===== config.mk =====
export PLATFORM = sky130hd
export DESIGN_NAME = sw_bit_master
export DESIGN_NICKNAME = d
export VERILOG_FILES = /design/src/rtl/sw_bit_pkg.sv /design/src/rtl/sw_line_sync.sv /design/src/rtl/sw_slot_timer.sv /design/src/rtl/sw_seq_ctrl.sv /design/src/rtl/sw_bit_master.sv
export SDC_FILE = /design/constraint.sdc
export NUM_CORES = 1
export LEC_CHECK = 0
export BUFFER_PORTS_ARGS = -buffer_cell sky130_fd_sc_hd__buf_2
export CAP_MARGIN = 10
export CORE_MARGIN = 3
export CORE_UTILIZATION = 40
export CTS_CLUSTER_DIAMETER = 50
export DETAILED_ROUTE_END_ITERATION = 16
export PLACE_DENSITY = 0.65
export SLEW_MARGIN = 20
export SYNTH_ARGS = -nofsm -noshare
export SYNTH_HDL_FRONTEND = slang
export SYNTH_SLANG_ARGS = --single-unit

===== constraint.sdc =====
create_clock -name clk -period 2.6 [get_ports clk]
set_input_delay 0.39 -clock clk [delete_from_list [all_inputs] [get_ports clk]]
set_output_delay 0.39 -clock clk [all_outputs]
set_load 0.005 [all_outputs]

===== src/rtl/sw_bit_pkg.sv =====
package sw_bit_pkg;

    localparam int TW = 16;

    typedef enum logic [1:0] {
        OP_RESET = 2'd0,
        OP_WRITE = 2'd1,
        OP_READ  = 2'd2,
        OP_NONE  = 2'd3
    } sw_op_e;

    // Per-operation timing plan, all values in cycles from the slot start.
    typedef struct packed {
        logic [TW-1:0] low_end;    // pull while count is below this
        logic [TW-1:0] sample_at;  // count at which the synced line is latched
        logic [TW-1:0] last;       // final busy count
        logic          sample_en;
        logic          invert;     // presence is active low on the line
    } sw_plan_t;

    function automatic int unsigned sw_max(input int unsigned a, input int unsigned b);
        return (a > b) ? a : b;
    endfunction

    function automatic sw_plan_t sw_make_plan(
        input sw_op_e      op,
        input logic        wbit,
        input int unsigned rst_low,
        input int unsigned rst_high,
        input int unsigned msp,
        input int unsigned w1l,
        input int unsigned w0l,
        input int unsigned slot,
        input int unsigned rec,
        input int unsigned rds,
        input int unsigned lag
    );
        sw_plan_t p;
        p = '0;
        case (op)
            OP_RESET: begin
                p.low_end   = TW'(rst_low);
                p.sample_at = TW'(rst_low + msp + lag);
                p.last      = TW'(rst_low + rst_high + rec - 1);
                p.sample_en = 1'b1;
                p.invert    = 1'b1;
            end
            OP_WRITE: begin
                p.low_end   = wbit ? TW'(w1l) : TW'(w0l);
                p.last      = TW'(slot + rec - 1);
            end
            OP_READ: begin
                p.low_end   = TW'(w1l);
                p.sample_at = TW'(rds + lag);
                p.last      = TW'(slot + rec - 1);
                p.sample_en = 1'b1;
            end
            default: p = '0;
        endcase
        return p;
    endfunction

endpackage


===== src/rtl/sw_line_sync.sv =====
module sw_line_sync #(
    parameter int unsigned STAGES = 2,
    parameter bit          IDLE   = 1'b1
) (
    input  logic clk,
    input  logic rst,
    input  logic d,
    output logic q
);
    logic [STAGES-1:0] chain;

    for (genvar g = 0; g < STAGES; g++) begin : g_stage
        if (g == 0) begin : g_first
            always_ff @(posedge clk) begin
                if (rst) chain[0] <= IDLE;
                else     chain[0] <= d;
            end
        end else begin : g_next
            always_ff @(posedge clk) begin
                if (rst) chain[g] <= IDLE;
                else     chain[g] <= chain[g-1];
            end
        end
    end

    assign q = chain[STAGES-1];
endmodule


===== src/rtl/sw_slot_timer.sv =====
module sw_slot_timer #(
    parameter int unsigned CNT_W = 8
) (
    input  logic             clk,
    input  logic             rst,
    input  logic             clear,
    input  logic             advance,
    output logic [CNT_W-1:0] cnt
);
    always_ff @(posedge clk) begin
        if (rst || clear) cnt <= '0;
        else if (advance) cnt <= cnt + 1'b1;
    end
endmodule


===== src/rtl/sw_seq_ctrl.sv =====
module sw_seq_ctrl
    import sw_bit_pkg::*;
#(
    parameter int unsigned CNT_W    = 8,
    parameter int unsigned RST_LOW  = 56,
    parameter int unsigned T_MSP    = 9,
    parameter int unsigned T_RSTH   = 48,
    parameter int unsigned T_W1L    = 1,
    parameter int unsigned T_W0L    = 8,
    parameter int unsigned T_SLOT   = 10,
    parameter int unsigned T_REC    = 2,
    parameter int unsigned T_RDS    = 2,
    parameter int unsigned SYNC_LAG = 2
) (
    input  logic             clk,
    input  logic             rst,
    input  logic             req_valid,
    input  logic [1:0]       req_op,
    input  logic             req_bit,
    input  logic             line_s,
    input  logic [CNT_W-1:0] cnt,
    output logic             cnt_clear,
    output logic             cnt_adv,
    output logic             busy,
    output logic             done,
    output logic             result,
    output logic             pull,
    output sw_op_e           op_q
);
    sw_op_e   op_in;
    sw_plan_t plan_q;
    logic     busy_q, done_q, result_q;
    logic     accept, at_last, at_sample;
    logic [TW-1:0] cnt_w;

    assign op_in     = sw_op_e'(req_op);
    assign cnt_w     = TW'(cnt);
    assign accept    = req_valid && !busy_q && (op_in != OP_NONE);
    assign at_last   = busy_q && (cnt_w == plan_q.last);
    assign at_sample = busy_q && plan_q.sample_en && (cnt_w == plan_q.sample_at);

    always_ff @(posedge clk) begin
        if (rst) begin
            busy_q   <= 1'b0;
            done_q   <= 1'b0;
            result_q <= 1'b0;
            plan_q   <= '0;
            op_q     <= OP_NONE;
        end else begin
            done_q <= at_last;
            if (accept) begin
                busy_q   <= 1'b1;
                op_q     <= op_in;
                result_q <= 1'b0;
                plan_q   <= sw_make_plan(op_in, req_bit, RST_LOW, T_RSTH, T_MSP,
                                         T_W1L, T_W0L, T_SLOT, T_REC, T_RDS, SYNC_LAG);
            end else begin
                if (at_last)   busy_q   <= 1'b0;
                if (at_sample) result_q <= line_s ^ plan_q.invert;
            end
        end
    end

    assign cnt_clear = accept || at_last;
    assign cnt_adv   = busy_q;
    assign busy      = busy_q;
    assign done      = done_q;
    assign result    = result_q;
    assign pull      = busy_q && (cnt_w < plan_q.low_end);
endmodule


===== src/rtl/sw_bit_master.sv =====
module sw_bit_master
    import sw_bit_pkg::*;
#(
    parameter int unsigned T_RSTL      = 56,
    parameter int unsigned T_FALL      = 0,
    parameter bit          SLEW_COMP   = 1'b0,
    parameter int unsigned T_MSP       = 9,
    parameter int unsigned T_RSTH      = 48,
    parameter int unsigned T_W1L       = 1,
    parameter int unsigned T_W0L       = 8,
    parameter int unsigned T_SLOT      = 10,
    parameter int unsigned T_REC       = 2,
    parameter int unsigned T_RDS       = 2,
    parameter int unsigned SYNC_STAGES = 2
) (
    input  logic       clk,
    input  logic       rst,
    input  logic       req_valid,
    input  logic [1:0] req_op,
    input  logic       req_bit,
    output logic       busy,
    output logic       done,
    output logic       result,
    input  logic       line_in,
    output logic       line_pull
);
    localparam int unsigned RST_LOW    = T_RSTL + (SLEW_COMP ? T_FALL : 0);
    localparam int unsigned RST_TOTAL  = RST_LOW + T_RSTH + T_REC;
    localparam int unsigned SLOT_TOTAL = T_SLOT + T_REC;
    localparam int unsigned MAX_TOTAL  = sw_max(RST_TOTAL, SLOT_TOTAL);
    localparam int unsigned CNT_W      = $clog2(MAX_TOTAL + 1);

    logic             line_s;
    logic             cnt_clear, cnt_adv;
    logic [CNT_W-1:0] cnt;
    sw_op_e           op_q;

    sw_line_sync #(.STAGES(SYNC_STAGES), .IDLE(1'b1)) u_sync (
        .clk (clk),
        .rst (rst),
        .d   (line_in),
        .q   (line_s)
    );

    sw_slot_timer #(.CNT_W(CNT_W)) u_timer (
        .clk     (clk),
        .rst     (rst),
        .clear   (cnt_clear),
        .advance (cnt_adv),
        .cnt     (cnt)
    );

    sw_seq_ctrl #(
        .CNT_W    (CNT_W),
        .RST_LOW  (RST_LOW),
        .T_MSP    (T_MSP),
        .T_RSTH   (T_RSTH),
        .T_W1L    (T_W1L),
        .T_W0L    (T_W0L),
        .T_SLOT   (T_SLOT),
        .T_REC    (T_REC),
        .T_RDS    (T_RDS),
        .SYNC_LAG (SYNC_STAGES)
    ) u_ctrl (
        .clk       (clk),
        .rst       (rst),
        .req_valid (req_valid),
        .req_op    (req_op),
        .req_bit   (req_bit),
        .line_s    (line_s),
        .cnt       (cnt),
        .cnt_clear (cnt_clear),
        .cnt_adv   (cnt_adv),
        .busy      (busy),
        .done      (done),
        .result    (result),
        .pull      (line_pull),
        .op_q      (op_q)
    );
endmodule


==> results of run 1 <==
worst register-to-register path: cells and delay by family, from the launching register on:
kind | cells | cell delay, ps
compound gates | 1 | 570
fa+ha+maj | 1 | 300
buf+inv | 1 | 100
flops | 1 | 410
simple gates | 2 | 240
final cells by class:
class | instances | share of cell area (%)
flip-flops and latches | 20 | 35.87
multi-input cells | 78 | 50.90
inverters | 7 | 2.354
repair buffers | 10 | 4.484
well taps | 28 | 3.139
clock buffers | 4 | 3.251
power by group through the flow:
stage          combinational [mW]  sequential [mW]  clock, mW
6_report                   0.0763            0.337      0.182
2_1_floorplan              0.0624            0.334          0
3_5_place_dp               0.0768            0.344          0
3_3_place_gp               0.0748            0.344          0
5_1_grt                    0.0872            0.340      0.201
4_1_cts                    0.0771            0.337      0.186
registers in the layout, indices dropped and copies added, names as in the netlist:
signal,flops
u_ctrl.done,1
u_ctrl.busy,1
u_sync.chain,1
u_sync.q,1
u_timer.cnt,7
u_ctrl.plan_q,8
u_ctrl.result,1
per-layer routing:
layer	wire length [µm]	GRT usage, %	part of all wire, %
met1	956	18.26	50
met5	0	0	0
met2	871	19.87	45
met3	58	1.856	3.0
met4	33	7.797	1.7
worst max-delay path by stage:
stage	from	endpoint	slack, ps	depth (start not counted)
2_1_floorplan	u_ctrl.plan_q[38]	line_pull	1050	5
3_3_place_gp	u_ctrl.plan_q[38]	line_pull	890	6
3_5_place_dp	u_ctrl.plan_q[38]	line_pull	840	6
4_1_cts	u_ctrl.plan_q[38]	line_pull	490	6
5_1_grt	u_ctrl.plan_q[38]	line_pull	370	6
6_report	u_ctrl.plan_q[38]	line_pull	490	6
cells in the final DEF, fill, tap and decap left out, drive strengths merged:
master  count
mux2i       2
or3         1
ha         11
o21ai       6
a22o        4
and3        2
or2         2
or4b        1
o41ai       1
nor2        9
o32ai       1
nand3b      2
dfxtp      20
nor3b       1
buf        10
nor3        3
o31ai       1
xor2        7
a21oi       2
and2b       1
clkbuf      4
nand2       8
nand4       3
nand3       2
a211oi      1
xnor2       3
nand2b      2
inv         7
nor4b       1
nor4        1
cells by family (layout without fill, tap and decap cells):
kind of cell / count (synthesis) / after routing / synth area share, %
flip-flops: 20 / 20 / 39.75
AO/OA/AOI/OAI: 16 / 16 / 11.18
multiplexers: 2 / 2 / 1.988
XOR/XNOR: 10 / 10 / 8.696
AND/OR/NAND/NOR: 39 / 39 / 20.87
buffers and inverters: 9 / 21 / 3.851
adder cells (fa/ha/maj): 11 / 11 / 13.66
==> reports/summary.txt, run 1 <==
outcome: completed
RSZ-0062 raised after global routing: no
final core occ: 48.58%
Yosys warnings: 0
GRT Util Overall: 13.38%
Area growth syn-to-layout: 10.81%
Yosys top cell by area: dfxtp_1
die area: 0.003156 mm²
final hold vios: 0
most frequent cells after synthesis: 20 x dfxtp_1, 11 x ha_1, 8 x nand2_1, 8 x nor2_1
worst path cell trace: inv_1 > ha_1 > o21ai_0 > a21oi_1 > nor4b_1 > buf_2
Layout Nets: 138
sequential share of power: 56.7%
die width: 56.18 µm
drt initial violations: 40
count of different cell masters after synthesis: 32
pwr dens: 533.2 mW/mm²
hold endpoint: u_sync.chain[0]
ant diodes: 0
Post-CTS Setup Bufs: 0
Tightest Pin Transition: 658.1 ps
via count: 786
Multi-input gate area: 568.0 µm²
Worst R2R Start: u_ctrl.plan_q[38]
Setup TNS: 0 ps
share of cells above drive strength 1: 15.97%
initial antenna violation count: 0
Critical Path Fanout Max: 4
worst hold path type: input port to flop
critical path type: flop to output port
Hold Worst Slack: 264.6 ps
ys flop type: dfxtp_1
Net Switching: 0.1555 mW
Placement Setup Slack: 843.9 ps
clock root cell: clkbuf_4
Max VDD drop: 0.2268 mV
Final Skew: 1.153 ps
vias in the first global route: 746
Mapped Cells: 107
port buffer count: 10
required time worst endpoint: 2210 ps
ranking of synthesized cells by area: dfxtp_1 40%, ha_1 14%, xor2_1 6.1%
Via density: 5.347
Post-synth EDFFs: 0
final instance area: 0.001116 mm²
GR Overflow Total: 0
register area share after synthesis: 39.75%
CTS resizes: 0
Tcrit/Tclk final: 81.20%
IO Count: 11
asr flop ratio synth: 0%
most frequent cell after synthesis: dfxtp_1
R2R setup slack: 850 ps
CP arrival: 1720 ps
syn avg cell area: 9.413 µm²
hold path depth: 2
leakage power: 0.4798 nW
placed insts: 143
worst slew margin relative to its limit: 55.75%
Cell Rows: 17
r2r endpoint: u_timer.cnt[5]
Placement Cell Area: 0.001080 mm²
min Tclk post-route: 2111 ps
post-detailed-route DRC marker count: 0
Pwr Total: 0.5951 mW
non-filler instance count after layout: 147
Syn Nets: 125
Sequential cell area: 400.4 µm²
Internal: 0.4396 mW
family with the most delay on the worst path: flip-flops
maxcap violations: 0
combinational share of power: 12.8%
Clock Path Buffers: 2
Worst-path clk slew: 110 ps
Initial Util: 43.85%
placer congestion estimate: 0.8026
CTS buffer count: 3
CTS tree: done
Sw Share: 26.13%
R2R depth: 5
largest net degree at the start of global routing: 12
clk_lat worst skew: 300 ps
TritonRoute pass-1 iters: 4
DIE HEIGHT: 56.18 µm
hold bufs inserted after CTS: 0
final setup margin: 488.7 ps
routed wire length: 1919 µm
# setup viols final: 0
WL per Instance: 13.05 µm
worst hold start: line_in
Max Slew Vio Count: 0
fmax: 473.7 MHz
HPWL Detailed: 1473 µm
top cell type's share of synthesized area: 39.75%
H-tree depth: 1
Final ANT Viol Nets: 0
CP startpoint kind: flop
Crit. End Element: output port
first-pass GRT wire length: 3374 µm
core box area: 0.002297 mm²
clock tree sinks: 20
Post-Syn Area: 0.001007 mm²
clock share of power: 30.5%
CP max stage delay: 410 ps
Layout fillers: 236
CP bufs+invs: 2
Slowest cell on crit path: dfxtp_1
FF+latch count, synth: 20
No activity file was read; power rests on OpenSTA's default activity.
==> run 2, diff against run 1 <==
Settings changed: ABC_AREA set to 1, PLACE_DENSITY 0.65 to 0.67.
Clock period 2.6 ns to 1.75 ns, I/O delays scaled along.
==> run 2 against run 1 <==
- clock skew up 10 ps
- sequential share of layout area down 3.9 points
- non-clock buffer count up 3
- die area up 7.9%
- critical path type unchanged
- largest cell class unchanged
==> reports/summary.txt, run 2 <==
critical path type: flop to output port
Crit. End Element: output port
family with the most delay on the worst path: flip-flops
initial antenna violation count: 0
most frequent cells in the layout: 24 x nand2_1, 20 x nor2_1, 17 x inv_1, 15 x dfxtp_1
worst hold path type: input port to flop
Top reg by flops: u_ctrl.plan_q
placer congestion estimate: 0.8432
Max Slew Vio Count: 0
Final Skew: 11.48 ps
clock tree sinks: 20
clock root cell: clkbuf_4
port buffer count: 10
CP arrival: 1410 ps
Via density: 4.888
most frequent cell after synthesis: nand2_1
Area growth syn-to-layout: 16.78%
final instance area: 0.001280 mm²
r2r endpoint: u_timer.cnt[5]
Initial Util: 43.07%
CTS tree: done
TritonRoute pass-1 iters: 4
Clock Path Buffers: 2
largest registers: u_ctrl.plan_q (8), u_timer.cnt (7)
GR Overflow Total: 0
max reg flops: 8
drt initial violations: 19
commonest non-fill, non-tap cell in the layout: nand2_1
final setup margin: 78.56 ps
# setup viols final: 0
placed insts: 181
asr flop ratio synth: 0%
Slowest cell on crit path: dfxtp_2
Worst R2R Start: u_ctrl.plan_q[38]
Yosys top cell by area: dfxtp_1
top cell type's share of synthesized area: 36.53%
Worst-path clk slew: 120 ps
FF+latch count, synth: 20
Placement Setup Slack: 193.7 ps
fmax: 598.3 MHz
Post-synth EDFFs: 0
required time worst endpoint: 1490 ps
GRT Util Overall: 13.42%
post-detailed-route DRC marker count: 0
Final ANT Viol Nets: 0
maxcap violations: 0
final hold vios: 0
min Tclk post-route: 1671 ps
Post-Syn Area: 0.001096 mm²
Layout Nets: 176
worst hold start: line_in
IO Count: 11
R2R depth: 7
WL per Instance: 11.78 µm
Critical Path Fanout Max: 4
vias in the first global route: 825
hold bufs inserted after CTS: 0
Tcrit/Tclk final: 95.51%
Syn Nets: 160
leakage power: 0.5598 nW
largest net degree at the start of global routing: 12
Yosys warnings: 0
share of cells above drive strength 1: 23.57%
outcome: completed
R2R setup slack: 330 ps
worst path cell trace: inv_4 > ha_4 > a211oi_2 > nand2_1 > nor2_1 > buf_2
die width: 58.35 µm
core box area: 0.002545 mm²
routed wire length: 2203 µm
via count: 914
clk_lat worst skew: 300 ps
Placement Cell Area: 0.001175 mm²
Cell Rows: 18
ant diodes: 0
syn avg cell area: 7.719 µm²
Mapped Cells: 142
CTS buffer count: 3
ys flop type: dfxtp_1
CP startpoint kind: flop
CP bufs+invs: 2
first-pass GRT wire length: 3456 µm
Tightest Pin Transition: 339.7 ps
HPWL Detailed: 1673 µm
worst slew margin relative to its limit: 77.32%
ranking of synthesized cells by area: dfxtp_1 37%, ha_1 13%, nand2_1 8.2%
non-filler instance count after layout: 187
hold endpoint: u_sync.chain[0]
count of different cell masters after synthesis: 24
hold path depth: 2
pwr dens: 719.8 mW/mm²
die area: 0.003404 mm²
Pwr Total: 0.9213 mW
Max VDD drop: 0.6773 mV
CP max stage delay: 370 ps
register area share after synthesis: 36.53%
most frequent cells after synthesis: 24 x nand2_1, 20 x dfxtp_1, 20 x nor2_1
DIE HEIGHT: 58.35 µm
H-tree depth: 1
## run 2: how the worst max path moves through the flow
| stage | start | to | depth (start not counted) |
|---|---|---|---|
| detailed placement | u_ctrl.plan_q[38] | line_pull | 6 |
| floorplan | u_ctrl.plan_q[38] | u_timer.cnt[0] | 7 |
| CTS | u_ctrl.plan_q[38] | line_pull | 8 |
| global placement | u_ctrl.plan_q[38] | line_pull | 6 |
| finish | u_ctrl.plan_q[38] | line_pull | 6 |
| global route | u_ctrl.plan_q[38] | line_pull | 8 |
## run 2: final cells by class
| cell class | instances | area (µm²) |
|---|---|---|
| Fill cell | 250 | 1265 |
| Multi-Input combinational cell | 99 | 643.1 |
| Sequential cell | 20 | 409.1 |
| Inverter | 21 | 81.33 |
| Timing Repair Buffer | 13 | 72.57 |
| Tap cell | 30 | 37.54 |
| Clock buffer | 4 | 36.28 |
## run 2: through the flow
stage	hold slack (ps)	setup TNS (ps)	util (%)
final	143.3	0	50.30
after global placement	393.5	0	46.17
after CTS	133.9	0	48.62
after global routing	136.8	-8.658	50.30
after detailed placement	397.5	0	46.17
after floorplan	341.8	0	-
## run 2: repair_timing
item	in CTS	in global routing
resized for setup	3	9
endpoints found under the setup margin	1	1
pin swaps	0	3
setup buffers	1	1
## run 2: cells by family after synthesis
logic type	count (synthesis)	share of synthesized area [%]
DFF	20	36.53
buffers and inverters	23	8.675
adders and majority gates	11	12.56
xor gates and xnor gates	8	6.392
AOI/OAI and AO/OA	17	9.248
and+or+nand+nor	63	26.60
## run 2: where the power goes
| part | internal, mW | switching, mW | leakage (nW) | total, mW |
|---|---|---|---|---|
| Clock | 0.127 | 0.144 | 0.0210 | 0.271 |
| Combinational | 0.0623 | 0.0927 | 0.373 | 0.155 |
| Sequential | 0.475 | 0.0204 | 0.166 | 0.495 |
## run 2: routing by layer
layer  GRT usage (%)  wire length (µm)
met4           3.974                16
met1           16.87              1075
met2           22.17              1024
met5               0                 0
met3           3.947                86
==> run 3, diff against run 2 <==
Settings changed: CTS_BUF_LIST set to sky130_fd_sc_hd__clkbuf_8.
==> run 3 against run 2 <==
- routed wire length decreased by 5.3%
- sequential cell count is the same
- clock power rose by 28%
==> reports/summary.txt, run 3 (synthesis results as in run 2) <==
Critical Path Fanout Max: 4
CP max stage delay: 370 ps
family with the most delay on the worst path: flip-flops
Area growth syn-to-layout: 14.95%
pwr dens: 788.8 mW/mm²
RSZ-0062 raised after global routing: no
worst slew margin relative to its limit: 77.31%
TritonRoute pass-1 iters: 4
DIE HEIGHT: 58.35 µm
initial antenna violation count: 0
CTS buffer count: 3
Worst-path clk slew: 70 ps
final core occ: 49.51%
Max VDD drop: 0.6352 mV
ant diodes: 0
Sequential cell area: 405.4 µm²
final hold vios: 0
R2R setup slack: 330 ps
# setup viols final: 0
most frequent CP cell: nand2_1
GR Overflow Total: 0
WL per Instance: 11.22 µm
hold bufs inserted after CTS: 0
Clock Path Buffers: 2
Initial Util: 43.07%
Tightest Pin Transition: 339.9 ps
share of cells above drive strength 1: 19.87%
Tcrit/Tclk final: 94.06%
clk_lat worst skew: 250 ps
die width: 58.35 µm
Crit. End Element: output port
min Tclk post-route: 1646 ps
core box area: 0.002545 mm²
CP arrival: 1380 ps
Top reg by flops: u_ctrl.plan_q
outcome: completed
commonest non-fill, non-tap cell in the layout: nand2_1
fmax: 607.5 MHz
HPWL Detailed: 1673 µm
largest registers: u_ctrl.plan_q (8), u_timer.cnt (7)
Worst path depth: 8
most frequent cells in the layout: 24 x nand2_1, 20 x nor2_1, 18 x dfxtp_1, 17 x inv_1
first-pass GRT wire length: 3443 µm
Setup TNS: 0 ps
port buffer count: 10
CP Launch Point: u_ctrl.plan_q[38]
IO Count: 11
CP startpoint kind: flop
max reg flops: 8
Final Skew: 1.339 ps
H-tree depth: 1
Layout Nets: 175
CP bufs+invs: 2
Worst R2R Start: u_ctrl.plan_q[38]
GRT Util Overall: 13.47%
maxcap violations: 0
Slowest cell on crit path: dfxtp_4
Layout fillers: 256
routed wire length: 2087 µm
drt initial violations: 15
Hold Worst Slack: 186.3 ps
largest net degree at the start of global routing: 12
Final ANT Viol Nets: 0
via count: 886
clock tree sinks: 20
die area: 0.003404 mm²
Max Slew Vio Count: 0
leakage power: 0.5585 nW
required time worst endpoint: 1490 ps
worst hold path type: input port to flop
Cell Rows: 18
Pwr Total: 0.9938 mW
placer congestion estimate: 0.8432
Via density: 4.763
r2r endpoint: u_timer.cnt[5]
post-detailed-route DRC marker count: 0
crit path capture: line_pull
worst path cell trace: inv_2 > ha_1 > nand2_1 > nor2_1 > nand2_1 > nand2_1 > nor2_1 > buf_2
Multi-input gate area: 618.1 µm²
CTS tree: done
R2R depth: 7
critical path type: flop to output port
vias in the first global route: 814
clock root cell: clkbuf_8
==> run 3: worst register-to-register path: cells and delay by family (launching register included) <==
kind | cells | cell delay, ps
flops | 1 | 370
simple gates | 3 | 310
compound gates | 1 | 260
buf+inv | 2 | 100
fa+ha+maj | 1 | 280
==> run 3: final cells by class <==
class | instances | area share, %
inverter | 21 | 6.256
multi-input combinational | 99 | 49.06
timing repair buffer | 12 | 5.164
tap | 30 | 2.979
sequential | 20 | 32.17
clock buffer | 4 | 4.369
==> run 3: worst min-delay path by stage <==
stage                     cells after the start  slack [ps]            start              end
final                                         2         190          line_in  u_sync.chain[0]
after global routing                          2         190          line_in  u_sync.chain[0]
after CTS                                     2         180          line_in  u_sync.chain[0]
after detailed placement                      1         400  u_sync.chain[0]         u_sync.q
after global placement                        1         390  u_sync.chain[0]         u_sync.q
after floorplan                               1         340              rst      u_ctrl.done
==> run 3: report_power, final <==
group          internal [mW]  leakage (nW)  switching [mW]
registers              0.475         0.164          0.0205
clock network          0.200        0.0288           0.145
logic                 0.0614         0.366          0.0913
==> run 3: routing by layer <==
layer	up-vias	GRT usage (%)	share of wire, %
met5	-	0	0
met4	0	4.967	1.2
met3	4	3.947	4.3
met2	16	21.85	46
met1	390	16.87	48
li1	476	-	-
==> run 3: metrics by stage <==
step	instance area, µm²	worst slack, ps	std cells
after floorplan	1096	340.2	142
after detailed placement	1175	193.7	181
final	1260	104.0	186
after global routing	1260	2.624	186
after global placement	1175	230.4	181
after CTS	1249	38.69	185
==> run 3: repair_timing <==
| action | in CTS | in global routing |
|---|---|---|
| buffers inserted | 0 | 1 |
| resized for setup | 3 | 3 |
| hold endpoints to repair | 0 | 0 |
| setup endpoints to repair | 1 | 1 |
| pin swaps | 0 | 0 |
